File: src/rtl/uart_tx_pkg.sv
package uart_tx_pkg;
  localparam int DATA_MAX  = 8;
  localparam int FRAME_MAX = 1 + DATA_MAX + 1 + 2;
  localparam int LEN_W     = $clog2(FRAME_MAX + 1);
  localparam int LC_W      = 8;

  // line-control field positions
  localparam int LC_WIDTH_LSB = 0;
  localparam int LC_STOP2     = 2;
  localparam int LC_EVEN      = 3;
  localparam int LC_PAR_EN    = 5;

  typedef struct packed {
    logic [3:0] data_bits;
    logic       par_en;
    logic       par_even;
    logic       stop2;
  } frame_cfg_t;
endpackage

File: src/rtl/uart_lcr_decode.sv
module uart_lcr_decode
  import uart_tx_pkg::*;
(
  input  logic [LC_W-1:0] line_ctrl,
  output frame_cfg_t      cfg
);
  logic unused_lc_bits;
  assign unused_lc_bits = ^{line_ctrl[7:6], line_ctrl[4]};

  always_comb begin
    cfg.data_bits = 4'd5 + {2'b00, line_ctrl[LC_WIDTH_LSB +: 2]};
    cfg.par_en    = line_ctrl[LC_PAR_EN];
    cfg.par_even  = line_ctrl[LC_EVEN];
    cfg.stop2     = line_ctrl[LC_STOP2];
  end
endmodule

File: src/rtl/uart_frame_build.sv
module uart_frame_build
  import uart_tx_pkg::*;
(
  input  frame_cfg_t           cfg,
  input  logic [DATA_MAX-1:0]  data,
  output logic [FRAME_MAX-1:0] bits,
  output logic [LEN_W-1:0]     len
);
  logic [DATA_MAX-1:0] mask;
  logic [DATA_MAX-1:0] kept;
  logic                par_bit;
  logic [LEN_W-1:0]    par_pos;

  always_comb begin
    for (int i = 0; i < DATA_MAX; i++) begin
      mask[i] = (i < int'(cfg.data_bits));
    end
    kept    = data & mask;
    par_bit = cfg.par_even ? (^kept) : ~(^kept);
    par_pos = LEN_W'(1) + LEN_W'(cfg.data_bits);

    // unused upper positions stay at 1 so they serve as stop/idle
    bits    = '1;
    bits[0] = 1'b0;
    for (int i = 0; i < DATA_MAX; i++) begin
      if (mask[i]) bits[1 + i] = data[i];
    end
    if (cfg.par_en) bits[par_pos] = par_bit;

    len = LEN_W'(2) + LEN_W'(cfg.data_bits) + LEN_W'(cfg.par_en) + LEN_W'(cfg.stop2);
  end
endmodule

File: src/rtl/uart_baud_gen.sv
module uart_baud_gen #(
  parameter int DIV_W  = 16,
  parameter int FRAC_W = 3
) (
  input  logic              clk,
  input  logic              rst,
  input  logic              run,
  input  logic [DIV_W-1:0]  div,
  input  logic [FRAC_W-1:0] frac,
  output logic              tick
);
  localparam int CNT_W = DIV_W + 5;

  logic [CNT_W-1:0] period;
  logic [CNT_W-1:0] cnt_q;
  logic             last;

  assign period = CNT_W'({div, 4'b0000}) + CNT_W'(frac) + CNT_W'(16);
  assign last   = (cnt_q == period - CNT_W'(1));
  assign tick   = run && last;

  always_ff @(posedge clk) begin
    if (rst || !run) begin
      cnt_q <= '0;
    end else if (last) begin
      cnt_q <= '0;
    end else begin
      cnt_q <= cnt_q + CNT_W'(1);
    end
  end
endmodule

File: src/rtl/uart_tx_shifter.sv
module uart_tx_shifter
  import uart_tx_pkg::*;
#(
  parameter int DIV_W  = 16,
  parameter int FRAC_W = 3
) (
  input  logic                 clk,
  input  logic                 rst,
  input  logic                 start,
  input  logic [FRAME_MAX-1:0] frame_in,
  input  logic [LEN_W-1:0]     len_in,
  input  logic [DIV_W-1:0]     div_in,
  input  logic [FRAC_W-1:0]    frac_in,
  input  logic                 tick,
  output logic                 txd,
  output logic                 busy,
  output logic                 frame_end,
  output logic [DIV_W-1:0]     div_q,
  output logic [FRAC_W-1:0]    frac_q
);
  logic [FRAME_MAX-1:0] sh_q;
  logic [LEN_W-1:0]     left_q;
  logic                 busy_q;
  logic                 txd_q;

  assign busy      = busy_q;
  assign txd       = txd_q;
  assign frame_end = busy_q && tick && (left_q == LEN_W'(1));

  always_ff @(posedge clk) begin
    if (rst) begin
      sh_q   <= '1;
      left_q <= '0;
      busy_q <= 1'b0;
      txd_q  <= 1'b1;
      div_q  <= '0;
      frac_q <= '0;
    end else if (start) begin
      sh_q   <= frame_in;
      txd_q  <= frame_in[0];
      left_q <= len_in;
      busy_q <= 1'b1;
      div_q  <= div_in;
      frac_q <= frac_in;
    end else if (busy_q && tick) begin
      if (left_q == LEN_W'(1)) begin
        busy_q <= 1'b0;
        txd_q  <= 1'b1;
      end else begin
        sh_q   <= {1'b1, sh_q[FRAME_MAX-1:1]};
        txd_q  <= sh_q[1];
        left_q <= left_q - LEN_W'(1);
      end
    end
  end
endmodule

File: src/rtl/uart_frame_tx.sv
module uart_frame_tx
  import uart_tx_pkg::*;
#(
  parameter int DIV_W  = 16,
  parameter int FRAC_W = 3
) (
  input  logic                clk,
  input  logic                rst,
  input  logic [LC_W-1:0]     line_ctrl,
  input  logic [DIV_W-1:0]    baud_div,
  input  logic [FRAC_W-1:0]   baud_frac,
  input  logic                tx_wr,
  input  logic [DATA_MAX-1:0] tx_byte,
  output logic                txd,
  output logic                buf_empty,
  output logic                xmit_empty,
  output logic                tx_done
);
  frame_cfg_t           cfg;
  logic [FRAME_MAX-1:0] frame_bits;
  logic [LEN_W-1:0]     frame_len;
  logic [DATA_MAX-1:0]  hold_q;
  logic                 pending_q;
  logic                 buf_empty_q;
  logic                 xmit_empty_q;
  logic                 done_q;
  logic                 accept;
  logic                 start;
  logic                 busy;
  logic                 frame_end;
  logic                 tick;
  logic [DIV_W-1:0]     div_run;
  logic [FRAC_W-1:0]    frac_run;

  uart_lcr_decode u_dec (
    .line_ctrl (line_ctrl),
    .cfg       (cfg)
  );

  uart_frame_build u_build (
    .cfg  (cfg),
    .data (hold_q),
    .bits (frame_bits),
    .len  (frame_len)
  );

  uart_baud_gen #(.DIV_W(DIV_W), .FRAC_W(FRAC_W)) u_baud (
    .clk  (clk),
    .rst  (rst),
    .run  (busy),
    .div  (div_run),
    .frac (frac_run),
    .tick (tick)
  );

  uart_tx_shifter #(.DIV_W(DIV_W), .FRAC_W(FRAC_W)) u_shift (
    .clk       (clk),
    .rst       (rst),
    .start     (start),
    .frame_in  (frame_bits),
    .len_in    (frame_len),
    .div_in    (baud_div),
    .frac_in   (baud_frac),
    .tick      (tick),
    .txd       (txd),
    .busy      (busy),
    .frame_end (frame_end),
    .div_q     (div_run),
    .frac_q    (frac_run)
  );

  // a write is taken only while both flags are set
  assign accept = tx_wr && buf_empty_q;
  assign start  = pending_q && !busy && (|baud_div);

  always_ff @(posedge clk) begin
    if (rst) begin
      hold_q       <= '0;
      pending_q    <= 1'b0;
      buf_empty_q  <= 1'b1;
      xmit_empty_q <= 1'b1;
      done_q       <= 1'b0;
    end else begin
      done_q <= frame_end;
      if (accept) begin
        hold_q       <= tx_byte;
        pending_q    <= 1'b1;
        buf_empty_q  <= 1'b0;
        xmit_empty_q <= 1'b0;
      end
      if (start) pending_q <= 1'b0;
      if (frame_end) begin
        buf_empty_q  <= 1'b1;
        xmit_empty_q <= 1'b1;
      end
    end
  end

  assign buf_empty  = buf_empty_q;
  assign xmit_empty = xmit_empty_q;
  assign tx_done    = done_q;
endmodule

File: config.mk
export PLATFORM = sky130hd
export DESIGN_NAME = uart_frame_tx
export DESIGN_NICKNAME = d
export VERILOG_FILES = /design/src/rtl/uart_tx_pkg.sv /design/src/rtl/uart_lcr_decode.sv /design/src/rtl/uart_frame_build.sv /design/src/rtl/uart_baud_gen.sv /design/src/rtl/uart_tx_shifter.sv /design/src/rtl/uart_frame_tx.sv
export SDC_FILE = /design/constraint.sdc
export NUM_CORES = 1
export LEC_CHECK = 0
export BUFFER_PORTS_ARGS = -buffer_cell sky130_fd_sc_hd__buf_2
export CAP_MARGIN = 0
export CORE_MARGIN = 5
export CORE_UTILIZATION = 55
export DETAILED_ROUTE_END_ITERATION = 12
export PLACE_DENSITY = 0.75
export SLEW_MARGIN = 0
export SYNTH_ARGS = -nofsm -noshare
export SYNTH_HDL_FRONTEND = slang
export SYNTH_SLANG_ARGS = --single-unit
File: constraint.sdc
create_clock -name clk -period 3.62 [get_ports clk]
set_input_delay 0.362 -clock clk [delete_from_list [all_inputs] [get_ports clk]]
set_output_delay 0.362 -clock clk [all_outputs]
set_load 0.02 [all_outputs]
[Yosys cells after proc, flatten, opt, wreduce, memory -nomap -nowiden]
Cells that the tools add are included.
Word-level totals
  flip-flop bits (word level): 69
  latch bits: 0
  bits in writable memories: 0
  bits in read-only memories: 0
  input port bits: 38
  output and inout port bits: 4
  logic and storage cells: 79
  memories: 0
Cells by class
  add/sub/neg operators: 10
  multiply operators: 0
  divide/modulo/power cells: 0
  $lt $le $gt $ge: 10
  equal/unequal tests: 3
  shift-type cells: 0
  multiplexer cells: 25
  bitwise operators: 2
  reduce and logical (&&, ||, !) cells: 18
Operators by type and width (number)
  two-way mux 12 bit: 4
  adder 20 x 3 -> 21 bit: 1
  adder 21 x 1 -> 21 bit, second input constant: 1
  adder 21 x 5 -> 21 bit, second input constant: 1
  equality test 21 bit: 1
  subtractor 21 x 1 -> 21 bit, second input constant: 1
  less-than comparator 3 x 4 -> 1 bit, first input constant: 4
  two-way mux 1 bit: 16
  OR reduction 16 bit: 1
  bitwise mux 12 bit: 1
  two-way mux 4 bit: 3
  adder 4 x 1 -> 4 bit: 2
  AND 8 bit: 1
  less-than comparator 1 x 4 -> 1 bit, first input constant: 2
  less-than comparator 2 x 4 -> 1 bit, first input constant: 2
  parity 8 bit: 1
  logical AND 1 bit: 7
  OR reduction 2 bit: 3
  less-than comparator 4 x 5 -> 1 bit, second input constant: 1
  adder 1 x 4 -> 4 bit, first input constant: 1
  adder 2 x 4 -> 4 bit, first input constant: 1
  adder 3 x 2 -> 4 bit, first input constant: 1
  demux 1 bit (select 4 bit): 1
  equality test 4 x 1 -> 1 bit, second input constant: 1
  other kinds (8): 10

[Logic depth before layout (Yosys ltp)]
  word-level depth: 9
  mapped depth: 12
  depth with buffers taken out: 11

[Hierarchy]
A second synthesis with hierarchy kept.
Unflattened totals
  cells, all modules: 493
  area total of the unflattened synthesis: 4222.8 um2
Modules (own cells, without submodules)
  uart_baud_gen: times used 1, cells each 197, area an instance 1645.3 um2, sequential area each 420.4 um2
  uart_tx_shifter: times used 1, cells each 170, area an instance 1581.5 um2, sequential area each 720.7 um2
  uart_frame_build: times used 1, cells each 67, area an instance 470.5 um2, sequential area each 0.0 um2
  uart_frame_tx: times used 1, cells each 52, area an instance 470.5 um2, sequential area each 220.2 um2
  uart_lcr_decode: times used 1, cells each 7, area an instance 55.1 um2, sequential area each 0.0 um2

[Worst setup path after synthesis]
OpenSTA, ideal clock, no wires.
  path type: register to register
  from: register u_shift.frac_q[0]
  to: register u_baud.cnt_q[5]
  library setup time: 0.064 ns
  data arrival time: 2.654 ns
  required time: 3.556 ns
  path slack: 0.902 ns
  cell stages (with the launch flop): 13
  buffers on the path: 1
  period minus slack after synthesis: 2.718 ns
  cells stage by stage: dfxtp_1 inv_1 ha_1 ha_1 nand3b_1 or4_1 nand4_1 a21boi_0 a211o_1 nand3_1 nand2_1 buf_4 nor2_1
On the way
  longest elaborated chain between the ends: 5
RTL lines
  from (decl): RTL line uart_tx_shifter.sv:19  | output logic [FRAC_W-1:0] frac_q
  from (signal assigned): RTL line uart_tx_shifter.sv:44  | frac_q <= frac_in;
  adder 20 x 3 -> 21 bit: RTL line uart_baud_gen.sv:18  | assign period = CNT_W'({div, 4'b0000}) + CNT_W'(frac) + CNT_W'(16);
  adder 21 x 5 -> 21 bit: RTL line uart_baud_gen.sv:18
  subtractor 21 x 1 -> 21 bit: RTL line uart_baud_gen.sv:19  | assign last = (cnt_q == period - CNT_W'(1));
  equality test 21 bit: RTL line uart_baud_gen.sv:19
  OR reduction 2 bit (no source line)
  to (signal assigned): RTL line uart_baud_gen.sv:28  | cnt_q <= cnt_q + CNT_W'(1);
  to (decl): RTL line uart_baud_gen.sv:15  | logic [CNT_W-1:0] cnt_q;
No other way between the ends.
A chain may end at the register's enable or synchronous reset.

[Worst setup path after layout]
  from: register u_shift.frac_q[0]
  to: register u_baud.cnt_q[18]
The elaborated chain is that of the path after synthesis.

==> results.ini <==
[run_status]
outcome = completed

[clock_tree]
cts_setup_buffers = 0
cts_buffers = 9
clock_path_buffers = 2
insertion_delay_ns = 0.35
cts_resized = 0
root_buffer = clkbuf_8
h-tree-depth = 3
cts_tree = done
path_clk_slew_ns = 0.08
cts_num_sinks = 68
hold_buffers = 0

[yosys]
netlist_instances = 477
synth-main-ff-cell = dfxtp_1
synth_edf_count = 0
synth_area_leader_cell = dfxtp_1
ys_warn_count = 0
seq_area_frac_synth_pct = 35.0
synth-async-reset-ratio_pct = 0
synth-seq-cells = 68
syn_area_um2 = 3890
syn_avg_cell_area_um2 = 8.16
synth_nets = 530
yosys.area.top_type_share_pct = 35.0
synth_area_leaders = dfxtp_1 (35%), xnor2_1 (6.8%), nand2_1 (6.7%)
ys_types = 59

[die]
rows = 30
ios = 42
die_h_um = 94.1
core_area_um2 = 6830
start_util_pct = 57.0
die_area_um2 = 8860
die_w_um = 94.1

[timing]
slew_headroom_pct = 35.6
rsz0062_at_grt = false
fin_crit_ns = 3.36
hold_violations = 0
maxSlewViolCount = 0
fin_skew_ns = 0.00924
timing.fmax_mhz = 298
setup_tns_ns = 0
worst_slew_pin_slew_ns = 0.967
fin_crit_sh_pct = 92.8
finalSetupViolCount = 0

[setup_path]
cp.arrival_ns = 3.63
cp.required_ns = 3.89
critPathKind = reg2reg
crit_fanout = 19
cp-end-kind = register
crit_path_start_kind = register

[power_and_ir_drop]
swShare_pct = 29.3
clock_power_share_pct = 34.4
p_leak_nw = 1.60
p_per_area_nw_per_um2 = 383
switching_power_uw = 483
ir_drop_uv = 231
pwr-share-seq_pct = 49.8
p_int_mw = 1.16
p_comb_share_pct = 15.7

[drt]
route.detailed.drc = 0
wl_met2_um = 4010
wl_met1_um = 4090
avgViaCountPerCell = 5.63
antenna_left = 0
drtIter0Drc = 150
wl_um = 8680
first_pass_iters = 4
met3_length_um = 412
top_layer = met4
vias = 3429
wl_per_cell_um = 14.3

[final_layout]
finish.utilization_pct = 63.1
drive_above_1_share_pct = 13.1
fin_nets = 561
areaGrowthSynthToFinish_pct = 10.7
diodes = 0

[placement]
port-buffer-count = 38
gp_congestion = 0.835
dp_hpwl_um = 6380

[global_routing]
grt_usage_pct = 21.1
grt_overflow_total = 0
grt_pass1_vias = 3223
grt_max_degree = 56
grt_pass1_wl_um = 15000
antenna_found_initial = 0

[worst_hold_path]
hp-class = in2reg

[flow_run]
maxCapViolations = 0

placed cells by master, fill, tap and decap left out, types with 5 or more instances in the layout:
master    instances
nor2_1           41
nor4_1           12
xnor2_1          30
o21ai_0           8
nand4_1          13
dfxtp_1          68
nand3_1          27
ha_1             14
buf_4             5
mux2i_1           6
buf_2            38
xor2_1           23
nor2b_1           5
nor3_1           17
and3_1            9
inv_1            12
nand2_1          69
a21oi_1          33
a211oi_1          5
clkbuf_8         10
metal layers:
layer / up-vias / track usage [%]
met3: 16 / 5.61
met1: 1611 / 27.8
li1: 1735 / -
met2: 67 / 33.9
met4: 0 / 5.78
met5: - / 0
final cells by class:
| class | count | area [um^2] |
|---|---|---|
| fillers | 608 | 2520 |
| multi-input cells | 374 | 2370 |
| flip-flops and latches | 68 | 1360 |
| repair buffers | 43 | 228 |
| clock buffers | 11 | 141 |
| well taps | 96 | 120 |
| inverters | 12 | 45.0 |
| clock inverters | 5 | 37.5 |
flip-flops by register name, summed over array words and instances, names as in the netlist:
register and flops:
pending_q 1, tx_done 1, hold_q 8, u_shift.busy 1, u_baud.cnt_q 21, u_shift.sh_q 11
u_shift.frac_q 3, u_shift.txd 1, u_shift.div_q 16, xmit_empty 1, u_shift.left_q 4
kinds of logic (layout without fill, tap and decap cells):
kind of cell,Yosys count,in the layout,share of synthesized area [%]
and+or+nand+nor,227,227,29.7
muxes,6,6,1.54
adders and majority gates,15,15,5.01
buffers and inverters,35,71,4.02
xor gates and xnor gates,54,54,12.5
DFF,68,68,35.0
AOI/OAI and AO/OA,72,72,12.2
final timing paths:
| path | start | end | slack [ns] | depth (start not counted) |
|---|---|---|---|---|
| setup reg to reg | u_shift.frac_q[0] | u_baud.cnt_q[18] | 0.26 | 11 |
| hold / removal | baud_frac[1] | u_shift.frac_q[1] | 0.24 | 3 |
| setup / recovery | u_shift.frac_q[0] | u_baud.cnt_q[18] | 0.26 | 11 |
| hold reg to reg | hold_q[5] | hold_q[5] | 0.46 | 2 |
stage by stage:
stage	hold slack (ns)	worst slack, ns	cell area [um^2]	std cells	total power [mW]
6_report	0.244	0.262	4310	609	1.65
3_3_place_gp	0.441	0.501	4130	593	1.09
5_1_grt	0.234	0.0257	4310	609	1.73
4_1_cts	0.233	0.308	4310	609	1.66
3_5_place_dp	0.447	0.322	4130	593	1.10
2_1_floorplan	0.432	0.902	3890	477	1.02
worst max-delay path: stages (launching register included):
cell      delay [ns]
dfxtp_1         0.40
inv_1           0.07
ha_1            0.20
ha_1            0.20
nand3b_1        0.28
or4_1           0.56
nand4_1         0.12
a21boi_0        0.11
a211o_1         0.43
nand3_1         0.15
nand2_1         0.49
nor2_1          0.25
synthesized netlist by cell type, types with 3 or more instances:
cell      count
nand3b_1      3
o21ai_0       8
nor2b_1       5
mux2i_1       6
dfxtp_1      68
or3_1         4
nor4b_1       3
a211o_1       4
a211oi_1      5
ha_1         14
nand2_1      69
nor3b_1       4
buf_1         3
nor4_1       12
xor2_1       23
nand4_1      13
a21oi_1      33
clkbuf_1     14
a221oi_1      4
and3_1        9
inv_1        12
nor2_1       41
nand2b_1      3
nand3_1      27
xnor2_1      30
nor3_1       17
power groups by stage:
stage | Sequential, mW | Combinational [mW] | Clock (mW)
after global placement | 0.836 | 0.252 | 0
after CTS | 0.821 | 0.260 | 0.577
after floorplan | 0.827 | 0.194 | 0
final | 0.821 | 0.260 | 0.568
after global routing | 0.827 | 0.291 | 0.615
after detailed placement | 0.837 | 0.260 | 0
(Power assumes the default switching activity.)
